**src/rtl/rsq_pkg.sv**
```systemverilog
package rsq_pkg;
  localparam int FW         = 32;
  localparam int EXP_W      = 8;
  localparam int MAN_W      = 23;
  localparam int SEED_W     = 8;
  localparam int IDX_MBITS  = 6;
  localparam int IDX_W      = IDX_MBITS + 1;
  localparam int TBL_DEPTH  = 1 << IDX_W;
  localparam int LOW_ZERO_W = MAN_W - SEED_W;
  localparam int SCALE_LOG2 = 2 * SEED_W + IDX_MBITS + 3;

  localparam logic [EXP_W-1:0] EXP_BASE = 8'hBD;
  localparam logic [FW-1:0] QNAN_WORD   = 32'h7FC0_0000;
  localparam logic [FW-1:0] ROOT_NAN    = 32'h7FC0_0004;

  typedef logic [SEED_W-1:0] seedTable_t [TBL_DEPTH];

  // One-hot class strobes from control to datapath, plus the flag strobe.
  typedef struct packed {
    logic selNan;
    logic selZero;
    logic selNeg;
    logic selInf;
    logic selNorm;
    logic raiseInv;
  } rsqSel_t;

  function automatic int unsigned isqrtU(input int unsigned v);
    int unsigned r;
    int unsigned c;
    r = 0;
    for (int b = 15; b >= 0; b--) begin
      c = r | (32'd1 << b);
      if (c * c <= v) r = c;
    end
    return r;
  endfunction

  // Midpoint estimate of 1/sqrt(x) for each bucket, scaled to the mantissa field.
  function automatic seedTable_t defaultSeedTable();
    seedTable_t t;
    int unsigned s;
    int unsigned r;
    for (int i = 0; i < TBL_DEPTH; i++) begin
      s = (32'(2 * (i % (1 << IDX_MBITS))) + (32'd1 << (IDX_MBITS + 1)) + 32'd1)
          << (i >> IDX_MBITS);
      r = isqrtU((32'd1 << SCALE_LOG2) / s);
      if (r >= (32'd2 << SEED_W))      t[i] = '1;
      else if (r < (32'd1 << SEED_W))  t[i] = '0;
      else                             t[i] = SEED_W'(r - (32'd1 << SEED_W));
    end
    return t;
  endfunction
endpackage

```
**src/rtl/rsq_ctrl.sv**
```systemverilog
module rsq_ctrl
  import rsq_pkg::*;
(
  input  logic          inValid,
  input  logic [FW-1:0] inOperand,
  output rsqSel_t       sel,
  output logic          loadEn
);
  logic             opSign;
  logic [EXP_W-1:0] opExp;
  logic [MAN_W-1:0] opMan;
  logic             expFull;
  logic             expNone;
  logic             manNone;

  assign opSign  = inOperand[FW-1];
  assign opExp   = inOperand[FW-2 -: EXP_W];
  assign opMan   = inOperand[MAN_W-1:0];
  assign expFull = &opExp;
  assign expNone = ~|opExp;
  assign manNone = ~|opMan;

  // Priority: NaN, zero/denormal, negative, infinity, normal.
  always_comb begin
    sel = '0;
    if (expFull && !manNone) begin
      sel.selNan   = 1'b1;
      sel.raiseInv = !opMan[MAN_W-1];
    end else if (expNone) begin
      sel.selZero = 1'b1;
    end else if (opSign) begin
      sel.selNeg   = 1'b1;
      sel.raiseInv = 1'b1;
    end else if (expFull) begin
      sel.selInf = 1'b1;
    end else begin
      sel.selNorm = 1'b1;
    end
  end

  assign loadEn = inValid;
endmodule

```
**src/rtl/rsq_datapath.sv**
```systemverilog
module rsq_datapath
  import rsq_pkg::*;
#(
  parameter seedTable_t SEED_TABLE = defaultSeedTable()
) (
  input  logic                 clk,
  input  logic                 rstN,
  input  logic                 opSign,
  input  logic [EXP_W-1:0]     opExp,
  input  logic [IDX_MBITS-1:0] opManTop,
  input  rsqSel_t              sel,
  input  logic                 loadEn,
  output logic                 outValid,
  output logic [FW-1:0]        outResult,
  output logic                 outInvalid,
  output logic                 outSummary
);
  logic [EXP_W-1:0]  expLess1;
  logic [EXP_W-1:0]  seedExp;
  logic [IDX_W-1:0]  tblIdx;
  logic [SEED_W-1:0] seedMan;
  logic [FW-1:0]     nextResult;

  assign expLess1 = opExp - EXP_W'(1);
  assign tblIdx   = {expLess1[0], opManTop};
  assign seedMan  = SEED_TABLE[tblIdx];
  assign seedExp  = EXP_BASE - (expLess1 >> 1);

  always_comb begin
    if (sel.selNan)       nextResult = QNAN_WORD;
    else if (sel.selZero) nextResult = {opSign, {EXP_W{1'b1}}, {MAN_W{1'b0}}};
    else if (sel.selNeg)  nextResult = ROOT_NAN;
    else if (sel.selInf)  nextResult = '0;
    else if (sel.selNorm) nextResult = {opSign, seedExp, seedMan, {LOW_ZERO_W{1'b0}}};
    else                  nextResult = '0;
  end

  always_ff @(posedge clk) begin
    if (!rstN) begin
      outValid   <= 1'b0;
      outResult  <= '0;
      outInvalid <= 1'b0;
      outSummary <= 1'b0;
    end else begin
      outValid <= loadEn;
      if (loadEn) begin
        outResult  <= nextResult;
        outInvalid <= sel.raiseInv;
        outSummary <= sel.raiseInv;
      end
    end
  end
endmodule

```
**src/rtl/rsq_seed.sv**
```systemverilog
module rsq_seed
  import rsq_pkg::*;
#(
  parameter seedTable_t SEED_TABLE = defaultSeedTable()
) (
  input  logic          clk,
  input  logic          rstN,
  input  logic          inValid,
  input  logic [FW-1:0] inOperand,
  output logic          outValid,
  output logic [FW-1:0] outResult,
  output logic          outInvalid,
  output logic          outSummary
);
  rsqSel_t sel;
  logic    loadEn;

  rsq_ctrl u_ctrl (
    .inValid  (inValid),
    .inOperand(inOperand),
    .sel      (sel),
    .loadEn   (loadEn)
  );

  rsq_datapath #(.SEED_TABLE(SEED_TABLE)) u_dp (
    .clk       (clk),
    .rstN      (rstN),
    .opSign    (inOperand[FW-1]),
    .opExp     (inOperand[FW-2 -: EXP_W]),
    .opManTop  (inOperand[MAN_W-1 -: IDX_MBITS]),
    .sel       (sel),
    .loadEn    (loadEn),
    .outValid  (outValid),
    .outResult (outResult),
    .outInvalid(outInvalid),
    .outSummary(outSummary)
  );
endmodule

```
**config.mk**
```make
export PLATFORM = sky130hd
export DESIGN_NAME = rsq_seed
export DESIGN_NICKNAME = d
export VERILOG_FILES = /design/src/rtl/rsq_pkg.sv /design/src/rtl/rsq_ctrl.sv /design/src/rtl/rsq_datapath.sv /design/src/rtl/rsq_seed.sv
export SDC_FILE = /design/constraint.sdc
export NUM_CORES = 1
export LEC_CHECK = 0
export ABC_AREA = 1
export BUFFER_PORTS_ARGS = -buffer_cell sky130_fd_sc_hd__buf_4
export CAP_MARGIN = 5
export CORE_UTILIZATION = 58
export CTS_CLUSTER_SIZE = 25
export DETAILED_ROUTE_END_ITERATION = 16
export PLACE_DENSITY_LB_ADDON = 0.12
export SYNTH_ARGS = -nofsm -noshare
export SYNTH_HDL_FRONTEND = slang
export SYNTH_SLANG_ARGS = --single-unit
```
**constraint.sdc**
```tcl
create_clock -name clk -period 2.8 [get_ports clk]
set_input_delay 0.14 -clock clk [delete_from_list [all_inputs] [get_ports clk]]
set_output_delay 0.14 -clock clk [all_outputs]
set_load 0.005 [all_outputs]
```
# Word-level counts from Yosys, hierarchy flattened
# Memories as Yosys holds them, arrays and structs flattened.
# Index checks and enable logic that the tools add are counted.
[totals] reg_bits=34 mem_count=1 mem_bits_ro=1024 elab_cells=29 in_bits=35 output_inout_bits=35
[mem_list] memory="(no name shown)" depth=128 word_bits=8 rd=1 rd_clocked_by_memory_dff=0 wr=0 line="rsq_datapath.sv:26" text="assign seedMan = SEED_TABLE[tblIdx];"
[classes] order_cmp=1 bitwise=1 n_reduce_logical=5 muxes=16 addsub=2
[ops] operator="$mux 32" n=5
[ops] operator="$reduce_or 23->1" n=1
[ops] operator="$mux 8" n=2
[ops] operator="$ge 8x8->1 const B" n=1
[ops] operator="$mux 4" n=2
[ops] operator="$not 7->8" n=1
[ops] operator="$reduce_and 8->1" n=1
[ops] operator="$reduce_or 8->1" n=1
[ops] operator="$sub 8x1->8 const B" n=1
[ops] operator="$sub 8x7->8 const A" n=1
[ops] operator="$mux 1" n=6
[ops] operator="$mux 2" n=1
[ops] operator="$logic_and 1x1->1" n=1
[ops] operator="$logic_not 1->1" n=1

# Logic depth before layout (Yosys ltp)
[logic_depth] word_depth=10 depth_mapped=14 ltp_nobuf=14

# Cells and area by module
# Synthesis repeated with hierarchy kept, for this count alone.
[unflattened] hier_cells=444 area_unflattened_um2=2459.9
[by_module_without_submodules] mod="rsq_datapath" seq_area_each_um2=400.4 cells_per_inst=400 area_per_inst_um2=2262.2 n_inst=1
[by_module_without_submodules] mod="rsq_ctrl" seq_area_each_um2=0.0 cells_per_inst=44 area_per_inst_um2=197.7 n_inst=1

# Worst setup path before layout
# Ideal clock, no wire load.
[synth_path] path_type="input -> register" start="in inOperand[23]" end="reg u_dp.outResult[25]" t_required_ns=2.730 n_path_buf=1 setup_time_ns=0.070 setup_slack_ns=1.044 stages=7 arrival_time_ns=1.685 path_cell_list="clkbuf_1 -> inv_1 -> ha_1 -> xor2_1 -> ha_1 -> or2_2 -> a21oi_1"
[synth_between] elab_chain_len=10 elab_cells_between_ends=17 cone_classes="add/sub (2); mux (12); reduce/logical (3)"
[synth_lines] item="start: declaration" line="rsq_seed.sv:9" text="input logic [FW-1:0] inOperand,"
[synth_lines] item="branches (longest 9 deep; another with $sub 8x1->8)"
[synth_lines] item="$mux 32 *" line="rsq_datapath.sv:30" text="if (sel.selNan) nextResult = QNAN_WORD;"
[synth_lines] item="end signal: assignment" line="rsq_datapath.sv:47" text="outResult <= nextResult;"
[synth_lines] item="end: declaration" line="rsq_datapath.sv:14" text="output logic [FW-1:0] outResult,"
# Every way passes the cells marked *.
# A chain may end at the register's enable or synchronous reset.

# Worst setup path after layout
[layout_path] start="in inOperand[23]" end="reg u_dp.outResult[28]"
# Same word-level chain as after synthesis.

==> summary.txt <==
Synth
  • Compound-Gate Fraction of Synth Area: 0.134
  • Post-synthesis mux area share: 0
  • Yosys warning count: 0
  • Mapped Cells: 442
  • Post-synthesis xor/xnor area fraction: 0.0198
  • Number of synthesized register bits: 20
  • Unique masters post-synth: 32
  • Avg Inst Size Synth: 5.73 µm²
  • Largest family of logic cells by synthesized area: simple AND/OR/NAND/NOR gates
  • Post-Synth Simple-Gate Area: 0.444
  • Adder-cell share of the synthesized area: 0.0741
  • Post-synthesis cell area: 2530 µm²
  • Sequential area share after synthesis: 0.158

Pwr
  • Switching power of the nets: 0.324 mW
  • VDD IR-drop max: 0.178 mV
  • P per Cell Area: 333 nW/µm²
  • Internal: 0.634 mW
  • Total Power: 0.958 mW
  • Combinational power share: 0.374
  • Switching Fraction: 0.338
  • Sequential power share: 0.327
  • P_leak: 1.51 nW
  • Clk pwr share: 0.299

Clock network
  • Clock Sinks: 20
  • CTS root buf: clkbuf_8
  • Post-CTS Setup Bufs: 0
  • CTS resizes: 0
  • CTS tree: built
  • Worst skew pair latency: 0.25 ns
  • Clock Pin Slew Worst Setup and Hold Paths: 0.08 ns
  • Htree depth: 1
  • CTS buffer count: 3
  • Max Root-Sink Buffers: 2
  • Hold-fix buffers, CTS: 0

Die
  • Std-Cell Rows: 23
  • Die height: 68.1 µm
  • Num ports: 70
  • Core area: 4090 µm²
  • Die area: 4640 µm²
  • Starting Density: 0.620
  • Die X: 68.1 µm

Worst setup path
  • Critical Path Sink Type: flip-flop
  • Slowest CP cell: ha_1
  • WS Path Type: in2reg
  • Worst EP arrival: 1.84 ns
  • Bufs and invs on worst path: 3
  • Worst path required time: 2.99 ns
  • Critical Path Start Type: input pin
  • Crit Path Max Fanout: 12
  • Max incr delay on CP: 0.29 ns
  • Cell family with most CP delay: adder cells
  • Crit-path cells: buf_4 -> inv_1 -> ha_1 -> xor2_1 -> ha_1 -> inv_1 -> nor2_2 -> nand2_1 -> nand2_1 -> nand3_1 -> a21oi_1

Placement
  • Area after DPL: 2810 µm²
  • Port Buffers: 55
  • RePlAce Congestion: 1.02
  • HPWL after DPL: 5170 µm
  • Placed cell count: 525
  • Setup WS pre-CTS: 0.901 ns

Final layout
  • Share of post-route cells with drive strength above 1: 0.175
  • Final net count: 530
  • End-of-flow core utilization: 0.705
  • Post-route insts no fill: 529
  • FILL cells: 375
  • Fin area: 2880 µm²
  • Diode count: 0
  • Most common cell after layout, fill and taps aside: nand2_1
  • Highest-count cells in the layout ignoring fill and taps: nand2_1, buf_4, nand3_1
  • Area Growth Syn to Fin: 13.6%

Drt
  • Starting DRT DRC Count: 295
  • Detailed Routing Iterations Pass 1: 5
  • WL per Instance: 12.5 µm
  • Total number of vias: 2914
  • Routed vias/inst: 5.51
  • Final WL: 6620 µm
  • DR DRC count: 0
  • Post-route ant nets: 0

STA
  • Period utilization: 0.587
  • Worst setup margin: 1.16 ns
  • Worst-Margin Slew: 0.507 ns
  • Slew Limit Fails: 0
  • Max frequency: 608 MHz
  • Max-slew headroom at the worst pin: 0.662
  • Unrepaired setup endpoints after global routing: false
  • # setup viols final: 0
  • Clock Skew: 0 ns
  • Hold WS: 0.105 ns
  • TNS Setup: 0 ns
  • Final Hold Fails: 0
  • Min Tclk post-route: 1.64 ns

Min path
  • Hold Crit Class: in2reg

GRT
  • Initial antenna violation count: 0
  • Met3 GRT Util: 0.0167
  • Gr busiest metal: met1
  • Total global routing overflow: 0
  • Pin count of the biggest net entering global routing: 29
  • GRT Total Usage: 0.301
  • M2 GR Usage: 0.451
  • Met1 usage: 0.466
  • First-pass GRT wire length: 10900 µm
  • Vias in the first global route: 2457

Outcome
  • Status: complete, no violations

Job
  • MaxCap Viol Count: 0
tightest hold or removal path: cells and delay by family:
family	cells	cell delay, ns
and+or+nand+nor	1	0.05
buffers and inverters	2	0.15
Yosys cell counts:
master	n	area (µm²)
nand2_1	141	529
nand3_1	44	220
nor2_1	41	154
inv_1	40	150
a21oi_1	30	150
o21ai_0	24	120
dfxtp_1	20	400
buf_4	15	113
ha_1	15	188
nand4_1	9	56.3
buf_2	8	40.0
buf_6	7	78.8
clkbuf_1	5	18.8
inv_2	5	18.8
nand2_2	4	25.0
nor2_2	4	25.0
o211ai_1	4	30.0
o21ai_1	4	20.0
nor3_2	3	30.0
a31oi_1	2	12.5
nand3_2	2	20.0
nand3b_1	2	15.0
nor2_4	2	22.5
xor2_1	2	17.5
xor2_2	2	32.5
conb_1	1	3.75
inv_4	1	6.26
nand2_4	1	11.3
nor3_1	1	5.00
nor4_1	1	6.26
o31ai_1	1	7.51
or2_2	1	6.26
worst paths after layout:
path / from / endpoint / slack [ns] / cells after the start
worst min-delay path: rstN / u_dp.outValid$_SDFF_PN0_ / 0.10 / 3
worst max register to register: u_dp.outSummary$_SDFFE_PN0P_ / u_dp.outSummary$_SDFFE_PN0P_ / 2.04 / 4
worst max-delay path: inOperand[23] / u_dp.outResult[28]$_SDFFE_PN0P_ / 1.16 / 11
worst min register to register: u_dp.outResult[21]$_SDFFE_PN0P_ / u_dp.outResult[21]$_SDFFE_PN0P_ / 0.47 / 2
area by class of cell:
cell class / instances / area [µm²] / share of cell area
clock inverter: 1 / 30.0 / 0.0104
tap: 50 / 62.6 / 0.0217
sequential: 20 / 400 / 0.139
timing repair buffer: 55 / 413 / 0.143
multi-input combinational: 354 / 1760 / 0.610
clock buffer: 3 / 41.3 / 0.0143
inverter: 46 / 175 / 0.0608
logic make-up (layout without fill, tap and decap cells):
logic type | Yosys count | count (layout)
and+or+nand+nor | 256 | 256
buffers and inverters | 81 | 105
AOI/OAI and AO/OA | 65 | 65
DFF | 20 | 20
adders and majority gates | 15 | 15
xor gates and xnor gates | 4 | 4
other | 1 | 14
metal layers:
layer | wire, µm | vias up
met3 | 748 | 10
met5 | 0 | -
met2 | 2820 | 169
met4 | 58 | 0
met1 | 2990 | 1269
li1 | - | 1466
state kept, by name, summed over array words and instances, names as in the netlist:
name,cells
u_dp.outResult,18
u_dp.outValid,1
u_dp.outSummary,1
power by group through the flow:
| stage | clock network [mW] | logic, mW | registers, mW |
|---|---|---|---|
| after floorplan | 0 | 0.253 | 0.320 |
| after global placement | 0 | 0.345 | 0.319 |
| after detailed placement | 0 | 0.351 | 0.320 |
| after CTS | 0.286 | 0.353 | 0.313 |
| after global routing | 0.299 | 0.406 | 0.315 |
| final | 0.286 | 0.358 | 0.313 |
Power figures use the tool's default switching activity.
